## src/rtl/uftx_pkg.sv

```systemverilog
package uftx_pkg;

  typedef enum logic [2:0] {
    ST_IDLE,
    ST_ALIGN,
    ST_START,
    ST_DATA,
    ST_PAR,
    ST_STOP
  } tx_state_e;

  function automatic logic apply_polarity(input logic raw, input logic inv);
    return raw ^ inv;
  endfunction

endpackage

```

## src/rtl/uftx_word_prep.sv

```systemverilog
module uftx_word_prep #(
  parameter int DATA_W   = 8,
  parameter int MIN_BITS = 5,
  parameter int LEN_W    = 2,
  parameter int CNT_W    = 4
) (
  input  logic [DATA_W-1:0] data_i,
  input  logic [LEN_W-1:0]  len_code_i,
  input  logic              msb_first_i,
  input  logic              par_odd_i,
  output logic [DATA_W-1:0] ordered_o,
  output logic [CNT_W-1:0]  nbits_o,
  output logic              parity_o
);

  localparam int NUM_LEN = DATA_W - MIN_BITS + 1;

  logic [NUM_LEN-1:0][DATA_W-1:0] rev_opt;
  logic [NUM_LEN-1:0][DATA_W-1:0] mask_opt;
  logic [LEN_W-1:0]               sel;
  logic [DATA_W-1:0]              masked;

  // One reversed/masked variant per supported length
  for (genvar k = 0; k < NUM_LEN; k++) begin : g_len
    localparam int W = MIN_BITS + k;
    for (genvar i = 0; i < DATA_W; i++) begin : g_bit
      if (i < W) begin : g_in
        assign rev_opt[k][i]  = data_i[W-1-i];
        assign mask_opt[k][i] = 1'b1;
      end else begin : g_out
        assign rev_opt[k][i]  = 1'b0;
        assign mask_opt[k][i] = 1'b0;
      end
    end
  end

  assign sel = (len_code_i > LEN_W'(NUM_LEN - 1)) ? LEN_W'(NUM_LEN - 1) : len_code_i;

  assign masked    = data_i & mask_opt[sel];
  assign ordered_o = msb_first_i ? rev_opt[sel] : masked;
  assign nbits_o   = CNT_W'(MIN_BITS) + CNT_W'(sel);
  assign parity_o  = (^masked) ^ par_odd_i;

endmodule

```

## src/rtl/uftx_bit_seq.sv

```systemverilog
module uftx_bit_seq
  import uftx_pkg::*;
#(
  parameter int CNT_W = 4
) (
  input  logic             clk,
  input  logic             rst_n,
  input  logic             tick_i,
  input  logic             accept_i,
  input  logic [CNT_W-1:0] nbits_i,
  input  logic             par_en_i,
  input  logic             two_stop_i,
  output tx_state_e        state_q_o,
  output tx_state_e        state_d_o,
  output logic             data_step_o
);

  tx_state_e        state_q, state_d;
  logic [CNT_W-1:0] dcnt_q;
  logic [CNT_W-1:0] nbits_q;
  logic             par_en_q;
  logic             two_q;
  logic             scnt_q;
  logic             last_data;

  assign last_data = (dcnt_q == nbits_q - CNT_W'(1));

  always_comb begin
    state_d = state_q;
    case (state_q)
      ST_IDLE:  if (accept_i) state_d = ST_ALIGN;
      ST_ALIGN: if (tick_i)   state_d = ST_START;
      ST_START: if (tick_i)   state_d = ST_DATA;
      ST_DATA:  if (tick_i && last_data) state_d = par_en_q ? ST_PAR : ST_STOP;
      ST_PAR:   if (tick_i)   state_d = ST_STOP;
      ST_STOP:  if (tick_i)   state_d = (two_q && !scnt_q) ? ST_STOP : ST_IDLE;
      default:  state_d = ST_IDLE;
    endcase
  end

  always_ff @(posedge clk or negedge rst_n) begin
    if (!rst_n) begin
      state_q  <= ST_IDLE;
      dcnt_q   <= '0;
      nbits_q  <= '0;
      par_en_q <= 1'b0;
      two_q    <= 1'b0;
      scnt_q   <= 1'b0;
    end else begin
      state_q <= state_d;
      if (accept_i) begin
        nbits_q  <= nbits_i;
        par_en_q <= par_en_i;
        two_q    <= two_stop_i;
      end
      if (state_q == ST_START && tick_i)      dcnt_q <= '0;
      else if (state_q == ST_DATA && tick_i)  dcnt_q <= dcnt_q + CNT_W'(1);
      if (state_q != ST_STOP)                 scnt_q <= 1'b0;
      else if (tick_i)                        scnt_q <= 1'b1;
    end
  end

  assign state_q_o   = state_q;
  assign state_d_o   = state_d;
  assign data_step_o = tick_i && (state_q == ST_DATA);

endmodule

```

## src/rtl/uftx_line_drv.sv

```systemverilog
module uftx_line_drv
  import uftx_pkg::*;
#(
  parameter int DATA_W = 8
) (
  input  logic              clk,
  input  logic              rst_n,
  input  logic              tick_i,
  input  logic              load_i,
  input  logic              step_i,
  input  logic [DATA_W-1:0] ordered_i,
  input  logic              parity_i,
  input  logic              invert_i,
  input  tx_state_e         state_q_i,
  input  tx_state_e         state_d_i,
  output logic              line_o
);

  logic [DATA_W-1:0] sh_q;
  logic              par_q;
  logic              inv_q;
  logic              line_q;
  logic              raw;
  logic              inv_eff;

  always_comb begin
    case (state_d_i)
      ST_START: raw = 1'b0;
      ST_DATA:  raw = (state_q_i == ST_DATA) ? sh_q[1] : sh_q[0];
      ST_PAR:   raw = par_q;
      default:  raw = 1'b1;
    endcase
  end

  // Idle follows the live pin; a frame and its tail use the captured value
  assign inv_eff = (state_q_i == ST_IDLE) ? invert_i : inv_q;

  always_ff @(posedge clk or negedge rst_n) begin
    if (!rst_n) begin
      sh_q   <= '0;
      par_q  <= 1'b0;
      inv_q  <= 1'b0;
      line_q <= 1'b1;
    end else begin
      if (load_i) begin
        sh_q  <= ordered_i;
        par_q <= parity_i;
        inv_q <= invert_i;
      end else if (step_i) begin
        sh_q  <= sh_q >> 1;
      end
      if (state_q_i == ST_IDLE || tick_i)
        line_q <= apply_polarity(raw, inv_eff);
    end
  end

  assign line_o = line_q;

endmodule

```

## src/rtl/uart_frame_tx.sv

```systemverilog
module uart_frame_tx
  import uftx_pkg::*;
#(
  parameter int DATA_W   = 8,
  parameter int MIN_BITS = 5,
  localparam int NUM_LEN = DATA_W - MIN_BITS + 1,
  localparam int LEN_W   = (NUM_LEN > 1) ? $clog2(NUM_LEN) : 1,
  localparam int CNT_W   = $clog2(DATA_W + 1)
) (
  input  logic              clk,
  input  logic              rst_n,
  input  logic              baud_tick,
  input  logic              s_valid,
  output logic              s_ready,
  input  logic [DATA_W-1:0] s_data,
  input  logic [LEN_W-1:0]  cfg_len,
  input  logic              cfg_par_en,
  input  logic              cfg_par_odd,
  input  logic              cfg_two_stop,
  input  logic              cfg_msb_first,
  input  logic              cfg_invert,
  output logic              tx_line,
  output logic              busy
);

  tx_state_e         state_q, state_d;
  logic              accept;
  logic              step;
  logic [DATA_W-1:0] ordered;
  logic [CNT_W-1:0]  nbits;
  logic              parity;

  assign busy    = (state_q != ST_IDLE);
  assign s_ready = !busy;
  assign accept  = s_valid && s_ready;

  uftx_word_prep #(
    .DATA_W(DATA_W), .MIN_BITS(MIN_BITS), .LEN_W(LEN_W), .CNT_W(CNT_W)
  ) u_prep (
    .data_i      (s_data),
    .len_code_i  (cfg_len),
    .msb_first_i (cfg_msb_first),
    .par_odd_i   (cfg_par_odd),
    .ordered_o   (ordered),
    .nbits_o     (nbits),
    .parity_o    (parity)
  );

  uftx_bit_seq #(.CNT_W(CNT_W)) u_seq (
    .clk         (clk),
    .rst_n       (rst_n),
    .tick_i      (baud_tick),
    .accept_i    (accept),
    .nbits_i     (nbits),
    .par_en_i    (cfg_par_en),
    .two_stop_i  (cfg_two_stop),
    .state_q_o   (state_q),
    .state_d_o   (state_d),
    .data_step_o (step)
  );

  uftx_line_drv #(.DATA_W(DATA_W)) u_drv (
    .clk       (clk),
    .rst_n     (rst_n),
    .tick_i    (baud_tick),
    .load_i    (accept),
    .step_i    (step),
    .ordered_i (ordered),
    .parity_i  (parity),
    .invert_i  (cfg_invert),
    .state_q_i (state_q),
    .state_d_i (state_d),
    .line_o    (tx_line)
  );

endmodule

```

## config.mk

```make
export PLATFORM = sky130hd
export DESIGN_NAME = uart_frame_tx
export DESIGN_NICKNAME = d
export VERILOG_FILES = /design/src/rtl/uftx_pkg.sv /design/src/rtl/uftx_word_prep.sv /design/src/rtl/uftx_bit_seq.sv /design/src/rtl/uftx_line_drv.sv /design/src/rtl/uart_frame_tx.sv
export SDC_FILE = /design/constraint.sdc
export NUM_CORES = 1
export LEC_CHECK = 0
export BUFFER_PORTS_ARGS = -buffer_cell sky130_fd_sc_hd__buf_4
export CORE_ASPECT_RATIO = 2
export CORE_MARGIN = 2
export CORE_UTILIZATION = 61
export DETAILED_ROUTE_END_ITERATION = 10
export GPL_TIMING_DRIVEN = 0
export PLACE_DENSITY_LB_ADDON = 0.05
export REMOVE_ABC_BUFFERS = 1
export SLEW_MARGIN = 15
export SYNTH_ARGS = -nofsm -noshare
export SYNTH_HDL_FRONTEND = slang
export SYNTH_SLANG_ARGS = --single-unit
```

## constraint.sdc

```tcl
create_clock -name clk -period 2.95 [get_ports clk]
set_input_delay 0.1475 -clock clk [delete_from_list [all_inputs] [get_ports clk]]
set_output_delay 0.1475 -clock clk [all_outputs]
set_load 0.01 [all_outputs]
```

; ---- After elaboration in Yosys (flattened, before gate mapping)
; Cells that the tools add are included.
[totals]
register_bits = 25
in_bits = 19
[op_classes]
addsub = 3
magnitude_cmp = 2
eq_ne = 10
muxes = 24
bitwise = 3
n_reduce_logical = 14
[op_table]
columns = cell, count
row1 = 8-bit 2-to-1 mux, 5
row2 = 8-bit binary-select mux with 2-bit select, 2
row3 = 3-bit 2-to-1 mux, 7
row4 = 3-bit case mux with 6 select lines, 1
row5 = 3-bit by 2-bit == test with 1-bit output (second input constant), 4
row6 = 3-bit == test (second input constant), 3
row7 = 8-bit bitwise AND, 1
row8 = 4-bit 2-to-1 mux, 2
row9 = 8-bit XOR reduction, 1
row10 = 2-bit nonzero test, 3
row11 = 1-bit logical AND, 5
row12 = 1-bit 2-to-1 mux, 5
row13 = 3-bit by 2-bit adder with 4-bit output (first input constant), 1
row14 = 4-bit by 1-bit adder with 4-bit output (second input constant), 1
row15 = 4-bit == test, 1
row16 = 4-bit by 1-bit subtractor with 4-bit output (second input constant), 1
row17 = 3-bit by 1-bit == test with 1-bit output (second input constant), 1
row18 = 3-bit logical NOT, 1
row19 = 2-bit by 3-bit less-than comparator with 1-bit output (second input constant), 1
row20 = 3-bit != test (second input constant), 1
row21 = 1-bit case mux with 3 select lines, 1
row22 = 3-bit nonzero test, 1
row23 = 2-bit greater-than comparator (second input constant), 1
row24 = 1-bit logical NOT, 2
row25 = 3 further kinds, 4

; ---- Depth between registers and ports, before layout
; Gate-level depths: netlist of run 1.
[depth]
word_depth = 8
depth_mapped = 9
depth_no_buf = 9

; ---- Modules after synthesis
; From an unflattened synthesis of run 1, not the netlist that was laid out.
[unflattened]
cells_unflattened = 180
area_unflattened_um2 = 1737.9
[modules_own_cells]
columns = module, n_inst, cells_per_inst, area_each_um2, seq_area_each_um2
row1 = uftx_bit_seq, 1, 74, 747.0, 350.3
row2 = uftx_line_drv, 1, 55, 589.3, 276.5
row3 = uftx_word_prep, 1, 48, 381.6, 0.0
row4 = uart_frame_tx, 1, 3, 20.0, 0.0

; ---- Worst setup path after synthesis of run 1
; Ideal clock, no wire load.
[synth_path]
path_type = register to register
startpoint = reg u_seq.nbits_q[0]
endpoint = reg u_drv.line_q, in the netlist u_drv.line_o
setup_ns = 0.080
arrival_ns = 1.850
required_ns = 2.870
path_slack_ns = 1.020
stages_incl_launch_ff = 10
cell_sequence = dfrtp_1 > inv_1 > ha_1 > xnor3_1 > nand3_2 > o31ai_2 > a21boi_1 > o2bb2ai_2 > mux2i_1 > nand2_1
[synth_between]
elab_chain_len = 8
[synth_rtl]
columns = item, line_no
row1 = from (decl), uftx_bit_seq.sv:20  ; logic [CNT_W-1:0] nbits_q;
row2 = from (signal assigned), uftx_bit_seq.sv:52  ; nbits_q <= nbits_i;
row3 = 4-bit by 1-bit subtractor with 4-bit output *, uftx_bit_seq.sv:26  ; assign last_data = (dcnt_q == nbits_q - CNT_W'(1));
row4 = 4-bit == test *, uftx_bit_seq.sv:26
row5 = 1-bit logical AND *, uftx_bit_seq.sv:34  ; ST_DATA: if (tick_i && last_data) state_d = par_en_q ? ST_PAR : ST_STOP;
row6 = 3-bit 2-to-1 mux *, uftx_bit_seq.sv:34
row7 = 3-bit case mux with 6 select lines *, uftx_bit_seq.sv:30  ; case (state_q)
row8 = net state_d[2], uart_frame_tx.sv:26  ; tx_state_e state_q, state_d;
row9 = 3-bit == test / 3-bit by 2-bit == test with 1-bit output (equally long branches), uftx_line_drv.sv:27  ; case (state_d_i)
row10 = 1-bit case mux with 3 select lines *, uftx_line_drv.sv:27
row11 = 1-bit XOR *, uftx_pkg.sv:13  ; return raw ^ inv;
row12 = to (signal assigned), uftx_line_drv.sv:53  ; line_q <= apply_polarity(raw, inv_eff);
row13 = to (decl), uftx_line_drv.sv:22  ; logic line_q;
; Mark *: on every way through the listed nets, which the timed path passes. The rest lies on a longest branch.
; A chain may end at the register's enable or synchronous reset.

; ---- Final worst setup path of run 1
[layout_path]
startpoint = reg u_seq.state_q[1], in the netlist u_seq.state_q_o[1]
endpoint = reg u_drv.line_q, in the netlist u_drv.line_o
[layout_between]
elab_chain_len = 8
[layout_rtl]
columns = item, line_no
row1 = from (decl), uftx_bit_seq.sv:18  ; tx_state_e state_q, state_d;
row2 = from (signal assigned), uftx_bit_seq.sv:50  ; state_q <= state_d;
row3 = 3-bit nonzero test, uart_frame_tx.sv:33  ; assign busy = (state_q != ST_IDLE);
row4 = 1-bit logical NOT, uart_frame_tx.sv:34  ; assign s_ready = !busy;
row5 = 1-bit logical AND, uart_frame_tx.sv:35  ; assign accept = s_valid && s_ready;
row6 = 3-bit 2-to-1 mux, uftx_bit_seq.sv:31  ; ST_IDLE: if (accept_i) state_d = ST_ALIGN;
row7 = 3-bit case mux with 6 select lines *, uftx_bit_seq.sv:30
row8 = net state_d[2], uart_frame_tx.sv:26
row9 = 3-bit == test / 3-bit by 2-bit == test with 1-bit output (equally long branches), uftx_line_drv.sv:27
row10 = 1-bit case mux with 3 select lines *, uftx_line_drv.sv:27
row11 = 1-bit XOR *, uftx_pkg.sv:13
; Marks and branches as above.

==> flow_summary_export.csv, run 1 <==
group,metric,value,unit
outcome,outcome,"finished clean",
final_layout,antennaDiodeCount,0,
final_layout,fin_area,1870,um^2
floorplan,die_h,78.2,um
timing,slew_viol_final,0,
setup_path,worstRegToRegCells,7,
final_layout,regArea,627,um^2
global_routing,gr-usage-all-layers,25.7,%
global_routing,antenna_found_initial,0,
final_layout,drive_gt1_share,24.5,%
clock_tree,ctsRootBufferMaster,"clkbuf_8",
power,powerDensity,888,nW/um^2
placement,hpwl,2830,um
synthesis,muxShareOfSynthArea,14.5,%
floorplan,die_w,41.1,um
run,drv_cap,0,
setup_path,worstSetupEndpointType,"flip-flop",
synthesis,yosys.area.top_type,"dfrtp_1",
global_routing,use_met1,24.3,%
synthesis,netlist_area,1680,um^2
final_layout,final_cell_mix,"24 x dfrtp_1, 21 x buf_4, 19 x nand2_1",
power,p_leak,0.862,nW
final_layout,n_fill_cell,229,
routing,wl_per_cell,16.3,um
min_path,hold_class,"input pin to flip-flop",
power,power.total,1.66,mW
setup_path,r2r_slack,0.60,ns
routing,drt_wl_total,3530,um
setup_path,worstReg2RegEnd,"u_drv.line_o",
timing,worst_slew_pin_slew,0.784,ns
placement,gp_congestion,0.724,
min_path,min_to,"u_seq.nbits_q[2]",
timing,skew,0.00354,ns
synthesis,synthFlopType,"dfrtp_1",
synthesis,synthAdderAreaFrac,2.98,%
setup_path,cp_max_fo,11,
synthesis,yosys.area.top_type_share,35.8,%
synthesis,synth_xor_xnor_area_share,7.60,%
routing,postRouteAntennaNets,0,
synthesis,synth_edf_count,0,
setup_path,required,3.15,ns
setup_path,arrival,2.55,ns
floorplan,num_io_pins,22,
synthesis,yosys-top-cells-area,"dfrtp_1 36%, mux2i_1 7.2%, xnor2_1 5.2%, mux2_2 4.7%, nand2_1 4.2%",
min_path,hold_path_depth,2,
synthesis,ys_seq_area_share,37.3,%
timing,setup_violations,0,
routing,viasPerCell,6.04,
synthesis,async_reset_ff_share,100,%
timing,hold_violations,0,
global_routing,grt_max_degree,26,
synthesis,synth.avg_cell_area,9.82,um^2
routing,num_vias,1310,
power,ir_worst_vdd,0.425,mV
routing,drc_errors,0,
clock_tree,cts_buffer_depth,2,
final_layout,area_growth,11.3,%
global_routing,grtUsageMet3,2.82,%
setup_path,critPathKind,"flip-flop to flip-flop",
timing,relSlewSlack,47.6,%
synthesis,synthCells,171,
timing,rsz0062_at_grt,"no",
clock_tree,clk_latency,0.26,ns
setup_path,startpoint,"u_seq.state_q_o[1]",
synthesis,synth_seq_cells,25,
final_layout,multi_input_area,953,um^2
global_routing,grt_pass1_vias,1409,
floorplan,initial_core_util,62.1,%
floorplan,core_area,2700,um^2
clock_tree,clkTransAtPathRegs,0.09,ns
routing,drtIter0Drc,18,
clock_tree,ctsResizeCount,0,
clock_tree,cts.sinks,25,
timing,finalSetupTns,0,ns
synthesis,yosysWarnings,0,
clock_tree,cts_tree,"built",
timing,fmax,426,MHz
routing,dr.pass1.iters,4,
global_routing,grt_pass1_wl,5800,um
placement,place_area,1810,um^2
synthesis,synthSimpleGateAreaFrac,14.3,%
floorplan,row_count,27,
global_routing,grt_busiest_layer,"met2",
final_layout,nets,212,
synthesis,synth-compound-area-share,17.4,%
timing,period_share,79.5,%
setup_path,r2r-start,"u_seq.state_q_o[1]",
clock_tree,numCtsBuffers,3,
floorplan,dieArea,3210,um^2
clock_tree,cts_max_level,1,
global_routing,use_met2,47.8,%
global_routing,overflow,0,
synthesis,yosys.cell_types.count,42,
clock_tree,postCtsSetupBuffers,0,
final_layout,layout_commonest_cell,"dfrtp_1",
min_path,hold_path.startpoint,"s_valid",
synthesis,synth_top_family_by_area,"compound AO/OA/AOI/OAI gates",
placement,io_buffers,21,
timing,min_period,2.35,ns
setup_path,critPathLaunchType,"flip-flop",
## flip-flops by register name, summed over array words and instances, names as in the netlist, 3 cells and up
register         count
u_seq.state_q_o      3
u_drv.sh_q           8
u_seq.dcnt_q         4
u_seq.nbits_q        4
## how the worst max path moves through the flow
stage	cells past startpoint	endpoint	slack, ns
after floorplan	7	u_drv.line_o	0.95
after global placement	7	u_drv.line_o	0.66
after detailed placement	7	u_drv.line_o	0.61
after CTS	7	u_drv.line_o	0.59
after global routing	4	u_drv.sh_q[1]	0.42
final	7	u_drv.line_o	0.60
## report_power, final
group          switching (mW)  total (mW)  leakage [nW]  internal [mW]
sequential              0.160       0.664         0.296          0.504
clock                   0.104       0.198        0.0255         0.0943
combinational           0.393       0.796         0.540          0.403
## metal layers
metal	vias to the layer above	share of wire, %
met5	-	0
met4	0	3.3
met3	8	2.3
met2	28	61
met1	631	34
li1	643	-
## synthesized netlist by cell type, types with 2 or more instances
cell type and count:
a211oi_1 3, nor3_1 3, nand2b_1 3, o21ai_0 9
ha_1 4, xnor2_1 10, buf_2 2, nor3_2 2
xor2_1 2, mux2i_1 12, clkbuf_1 4, buf_6 2
dfrtp_1 24, nor2b_1 3, a21oi_1 14, nand2_1 19
inv_1 10, and2b_2 2, mux2_2 7, nor2_1 7
nand3_1 6, mux4_2 2, a31oi_1 2
## through the flow
| step | hold WS [ns] | cells | setup WS (ns) | utilization, % |
|---|---|---|---|---|
| 2_1_floorplan | -0.148 | 162 | 0.950 | - |
| 3_3_place_gp | 0.0607 | 212 | 0.663 | 67.0 |
| 3_5_place_dp | 0.0654 | 212 | 0.610 | 67.0 |
| 4_1_cts | 0.0977 | 217 | 0.591 | 69.1 |
| 5_1_grt | 0.0912 | 217 | 0.418 | 69.1 |
| 6_report | 0.101 | 217 | 0.603 | 69.1 |
## layout make-up
cell class / instances / share of cell area (%)
clock buffer: 3 / 2.21
clock inverter: 1 / 0.268
inverter: 10 / 2.01
multi-input combinational: 127 / 51.0
sequential: 25 / 33.6
tap: 29 / 1.94
timing repair buffer: 22 / 8.98
## cells by family (layout without fill, tap and decap cells)
kind of cell	count (synthesis)	after routing
compound gates	41	41
xor+xnor	13	13
fa+ha+maj	4	4
buf+inv	19	36
flops	25	25
mux	21	21
simple gates	48	48
## critical path, stage by stage (launching register included)
cell	delay, ns
dfrtp_1	0.52
and2b_2	0.28
nand3_1	0.45
o31ai_2	0.46
a21boi_1	0.14
o2bb2ai_2	0.18
mux2i_1	0.19
nand2_1	0.07
## timing repair
item	in CTS	in global routing
endpoints found under the setup margin	0	0
hold buffers	1	0
endpoints found under the hold margin	24	0
Power figures use the tool's default switching activity.
==> run 2: changes to the inputs <==
--- a/config.mk
+++ b/config.mk
@@ -8,7 +8,7 @@
 export BUFFER_PORTS_ARGS = -buffer_cell sky130_fd_sc_hd__buf_4
 export CORE_ASPECT_RATIO = 2
 export CORE_MARGIN = 2
-export CORE_UTILIZATION = 61
+export CORE_UTILIZATION = 57
 export DETAILED_ROUTE_END_ITERATION = 10
 export GPL_TIMING_DRIVEN = 0
 export PLACE_DENSITY_LB_ADDON = 0.05
==> constraint.sdc (replaced) <==
create_clock -name clk -period 2.2 [get_ports clk]
set_input_delay 0.11 -clock clk [delete_from_list [all_inputs] [get_ports clk]]
set_output_delay 0.11 -clock clk [all_outputs]
set_load 0.01 [all_outputs]
==> run 2 against run 1 <==
Register-to-register slack got worse by 0.50 ns. Combinational power increased by 44%. Utilization down 0.24 points. Non-clock buffer count up 1. Final cell count grew 0.46%. Sequential cell count is the same. Setup slack got worse by 0.50 ns. Largest cell class unchanged. Largest power group unchanged. Highest routed layer unchanged.
==> flow_summary_export.csv, run 2 (synthesis gave the netlist of run 1 again) <==
group,metric,value,unit
final_layout,utilization,68.9,%
global_routing,overflow,0,
setup_path,worstRegToRegCells,9,
setup_path,critPathMaxStageDelay,0.39,ns
floorplan,core_area,2770,um^2
power,ir_worst_vdd,0.565,mV
timing,min_period,2.10,ns
outcome,outcome,"finished clean",
setup_path,arrival,2.31,ns
floorplan,initial_core_util,60.6,%
final_layout,fin_cells,218,
power,powerDensity,1210,nW/um^2
routing,postRouteAntennaNets,0,
setup_path,critPathKind,"flip-flop to flip-flop",
placement,gp_congestion,0.848,
setup_path,crit_slowest_cell,"xnor3_1",
setup_path,required,2.41,ns
setup_path,cp_cell_sequence,"inv_1 -> ha_1 -> xnor3_1 -> nand3_2 -> o311ai_4 -> o221ai_2 -> o2bb2ai_2 -> mux2i_1 -> nand2_1",
floorplan,die_w,42.4,um
clock_tree,numCtsBuffers,3,
final_layout,final_cell_mix,"24 x dfrtp_1, 22 x buf_4, 18 x nand2_1",
routing,dr.pass1.iters,6,
min_path,hold_class,"input pin to flip-flop",
timing,setup_violations,0,
final_layout,antennaDiodeCount,0,
routing,drtIter0Drc,15,
final_layout,reg_top3,"u_drv.sh_q x8, u_seq.dcnt_q x4, u_seq.nbits_q x4",
routing,drc_errors,0,
floorplan,die_h,80.8,um
final_layout,largest_register,"u_drv.sh_q",
clock_tree,cts_buffer_depth,2,
global_routing,antenna_found_initial,0,
setup_path,cp_max_fo,3,
routing,drt_wl_total,3510,um
floorplan,dieArea,3420,um^2
setup_path,crit_family,"compound AO/OA/AOI/OAI gates",
timing,skew,0.00562,ns
floorplan,num_io_pins,22,
timing,worst_slew_pin_slew,0.504,ns
clock_tree,cts_tree,"built",
timing,period_share,95.3,%
power,p_leak,0.872,nW
setup_path,critPathLaunchType,"flip-flop",
clock_tree,clkTransAtPathRegs,0.09,ns
routing,wl_per_cell,16.1,um
clock_tree,ctsRootBufferMaster,"clkbuf_8",
routing,num_vias,1317,
placement,io_buffers,21,
timing,hold_violations,0,
routing,viasPerCell,6.04,
final_layout,nets,213,
clock_tree,cts.sinks,25,
floorplan,row_count,27,
final_layout,area_growth,13.6,%
global_routing,grt_pass1_wl,5790,um
global_routing,grt_pass1_vias,1324,
timing,relSlewSlack,66.4,%
final_layout,largest_reg_flops,8,
setup_path,critical_path_buf_inv_count,1,
clock_tree,cts_max_level,1,
run,drv_cap,0,
timing,fmax,477,MHz
placement,placedCellCount,212,
global_routing,grt_max_degree,26,
setup_path,worstSetupEndpointType,"flip-flop",
min_path,hold_path_depth,2,
placement,hpwl,2740,um
global_routing,gr-usage-all-layers,22.6,%
timing,slew_viol_final,0,
final_layout,drive_gt1_share,25.4,%
final_layout,layout_commonest_cell,"dfrtp_1",
setup_path,crit_cells,9,
clock_tree,clk_latency,0.27,ns
## run 2: cell count changes in the layout (fill, tap and decap cells not counted)
cell and delta:
buf_4 +1, clkbuf_1 +1, clkinv_2 -1, nand2_1 -1, nand2_2 +1, nand3_1 -1, nand3_4 +1, o311ai_2 -1
o311ai_4 +1, o31ai_2 -1, o31ai_4 +1
## run 2: power breakdown
| group | total (mW) | internal, mW | switching (mW) | leakage (nW) |
|---|---|---|---|---|
| clock | 0.272 | 0.130 | 0.142 | 0.0228 |
| sequential | 0.886 | 0.676 | 0.211 | 0.296 |
| combinational | 1.15 | 0.566 | 0.581 | 0.553 |
## run 2: layer usage
layer / vias to the layer above / global-route usage (%) / wire length [um]
met1: 630 / 20.6 / 1200
met2: 36 / 44.3 / 2060
li1: 639 / - / -
met4: 0 / 15.3 / 151
met3: 12 / 2.67 / 97
met5: - / 0 / 0
## run 2: path summary, 6_finish.rpt
check,slack [ns],end,start
max,0.10,u_drv.line_o,u_seq.nbits_q[1]
max in group asynchronous,1.64,u_drv.line_o,rst_n
min reg2reg,0.49,u_drv.par_q,u_drv.par_q
min in group asynchronous,0.27,u_drv.par_q,rst_n
min,0.06,u_seq.two_q,cfg_two_stop
max reg2reg,0.10,u_drv.line_o,u_seq.nbits_q[1]
## run 2: per-stage QoR
step	worst slack (ns)	setup TNS [ns]	power [mW]	cell area, um^2	hold WS, ns
finish	0.102	0	2.31	1910	0.0625
global route	-0.0115	-0.0115	2.47	1910	0.0648
CTS	0.0225	0	2.25	1870	0.0638
detailed placement	-0.164	-0.184	1.96	1810	0.0290
global placement	-0.0890	-0.0890	1.90	1810	0.0226
floorplan	0.200	0	1.67	1620	-0.186
## run 2: repair_timing
item / CTS / global route
endpoints found under the hold margin: 24 / 0
hold buffers: 1 / 0
setup buffers: 0 / 1
resized for setup: 2 / 3
setup endpoints to repair: 2 / 1
## run 2: final cells by class
class | count | area, um^2
clock buffers | 4 | 45.0
fillers | 234 | 862
repair buffers | 23 | 175
well taps | 29 | 36.3
inverters | 10 | 37.5
multi-input cells | 127 | 987
flip-flops and latches | 25 | 627
==> run 3: changes to the inputs <==
--- a/config.mk
+++ b/config.mk
@@ -11,7 +11,7 @@
 export CORE_UTILIZATION = 57
 export DETAILED_ROUTE_END_ITERATION = 10
 export GPL_TIMING_DRIVEN = 0
-export PLACE_DENSITY_LB_ADDON = 0.05
+export PLACE_DENSITY = 0.87
 export REMOVE_ABC_BUFFERS = 1
 export SLEW_MARGIN = 15
 export SYNTH_ARGS = -nofsm -noshare
==> run 3 against run 2 <==
Clock-buffer cell count is 1 lower. Sequential share of layout area is 0.28 points lower. Via count is 6.4% higher. Largest cell class unchanged. Critical path depth is 5 lower. Non-clock buffer count is 1 higher. Power is 3.1% higher.
==> flow_summary_export.csv, run 3 (synthesis gave the netlist of run 1 again) <==
group,metric,value,unit
power,p_seq_share,37.7,%
global_routing,grt_pass1_wl,6030,um
final_layout,reg_top3,"u_drv.sh_q x8, u_seq.dcnt_q x4, u_seq.nbits_q x4",
global_routing,grtUsageMet3,2.00,%
min_path,min_to,"u_seq.nbits_q[2]",
power,p_comb_share,50.8,%
global_routing,grt_busiest_layer,"met2",
floorplan,row_count,27,
floorplan,initial_core_util,60.6,%
placement,hpwl,2800,um
global_routing,use_met2,43.7,%
setup_path,required,2.34,ns
final_layout,nets,214,
setup_path,worstReg2RegEnd,"u_drv.sh_q[1]",
final_layout,fin_cells,219,
final_layout,utilization,69.5,%
timing,skew,0.00405,ns
placement,gp_congestion,0.882,
routing,dr.pass1.iters,4,
floorplan,core_area,2770,um^2
routing,drt_wl_total,3710,um
timing,relSlewSlack,66.0,%
min_path,hold_class,"input pin to flip-flop",
global_routing,grt_max_degree,26,
global_routing,overflow,0,
setup_path,cp_max_fo,25,
final_layout,final_cell_mix,"24 x dfrtp_1, 23 x buf_4, 18 x nand2_1",
setup_path,arrival,2.20,ns
clock_tree,clk_latency,0.27,ns
clock_tree,cts_buffer_depth,2,
global_routing,gr-usage-all-layers,22.9,%
clock_tree,clkTransAtPathRegs,0.09,ns
timing,slew_viol_final,0,
final_layout,layout_commonest_cell,"dfrtp_1",
setup_path,critPathKind,"flip-flop to flip-flop",
floorplan,die_w,42.4,um
power,ir_worst_vdd,0.573,mV
routing,drtIter0Drc,31,
setup_path,r2r_slack,0.14,ns
final_layout,antennaDiodeCount,0,
power,netSwitchingFraction,41.8,%
floorplan,dieArea,3420,um^2
power,p_leak,0.879,nW
run,drv_cap,0,
routing,wl_per_cell,16.9,um
setup_path,r2r-start,"u_seq.state_q_o[0]",
floorplan,die_h,80.8,um
final_layout,largest_reg_flops,8,
clock_tree,ctsRootBufferMaster,"clkbuf_8",
min_path,hold_path_depth,2,
outcome,outcome,"finished clean",
clock_tree,cts.sinks,25,
timing,period_share,93.7,%
final_layout,drive_gt1_share,26.3,%
timing,fin_hold_ws,0.0656,ns
final_layout,area_growth,14.6,%
setup_path,worstRegToRegCells,4,
final_layout,largest_register,"u_drv.sh_q",
global_routing,grt_pass1_vias,1446,
power,p_sw,0.993,mW
power,p_clk_share,11.5,%
power,p_int,1.38,mW
routing,num_vias,1401,
routing,viasPerCell,6.40,
min_path,hold_path.startpoint,"s_valid",
power,powerDensity,1240,nW/um^2
placement,io_buffers,21,
setup_path,critPathLaunchType,"flip-flop",
setup_path,startpoint,"u_seq.state_q_o[0]",
clock_tree,numCtsBuffers,3,
timing,min_period,2.06,ns
clock_tree,cts_tree,"built",
floorplan,num_io_pins,22,
routing,postRouteAntennaNets,0,
timing,setup_violations,0,
timing,fmax,485,MHz
placement,placedCellCount,212,
clock_tree,cts_max_level,1,
timing,worst_slew_pin_slew,0.506,ns
timing,hold_violations,0,
routing,drc_errors,0,
power,power.total,2.38,mW
global_routing,use_met1,22.6,%
global_routing,antenna_found_initial,0,
setup_path,worstSetupEndpointType,"flip-flop",
## run 3: worst max path at each step
stage	slack (ns)	to
detailed placement	-0.16	u_drv.line_o
CTS	0.04	u_drv.line_o
global route	-0.03	u_drv.sh_q[1]
floorplan	0.20	u_drv.line_o
finish	0.14	u_drv.sh_q[1]
global placement	-0.07	u_drv.line_o
## run 3: per-stage QoR
stage                     instance area [um^2]  setup slack [ns]  setup TNS [ns]
final                                     1920             0.140               0
after global routing                      1920           -0.0251         -0.0374
after CTS                                 1880            0.0351               0
after detailed placement                  1810            -0.163          -0.168
after global placement                    1810           -0.0707         -0.0707
after floorplan                           1620             0.200               0
## run 3: metal layers
| layer | wire length, um | share of wire, % |
|---|---|---|
| met1 | 1300 | 35 |
| met2 | 2150 | 58 |
| met4 | 124 | 3.3 |
| met5 | 0 | 0 |
| met3 | 135 | 3.6 |
## run 3: cell type report
cell class	instances	area, um^2
clock inverter	1	5.00
tap	29	36.3
fill	223	846
multi-input combinational	127	995
inverter	10	37.5
sequential	25	627
timing repair buffer	24	183
clock buffer	3	41.3
## run 3: worst max-delay path, cell delays in order (launching register included)
cell      delay, ns
dfrtp_1        0.57
nor3_2         0.51
nand2_2        0.39
a311oi_1       0.39
a21oi_1        0.07
## run 3: repair_timing
item / 4_1_cts / 5_1_grt
hold buffers: 1 / 0
setup buffers: 0 / 2
gates resized for setup: 2 / 4
pin swaps: 0 / 2
endpoints found under the setup margin: 2 / 1
endpoints found under the hold margin: 24 / 0
## run 3: power by group through the flow
stage | Combinational (mW) | Sequential (mW) | Clock, mW
global route | 1.32 | 0.924 | 0.294
detailed placement | 1.07 | 0.896 | 0
floorplan | 0.828 | 0.842 | 0
global placement | 1.01 | 0.876 | 0
CTS | 1.08 | 0.894 | 0.274
finish | 1.21 | 0.897 | 0.272
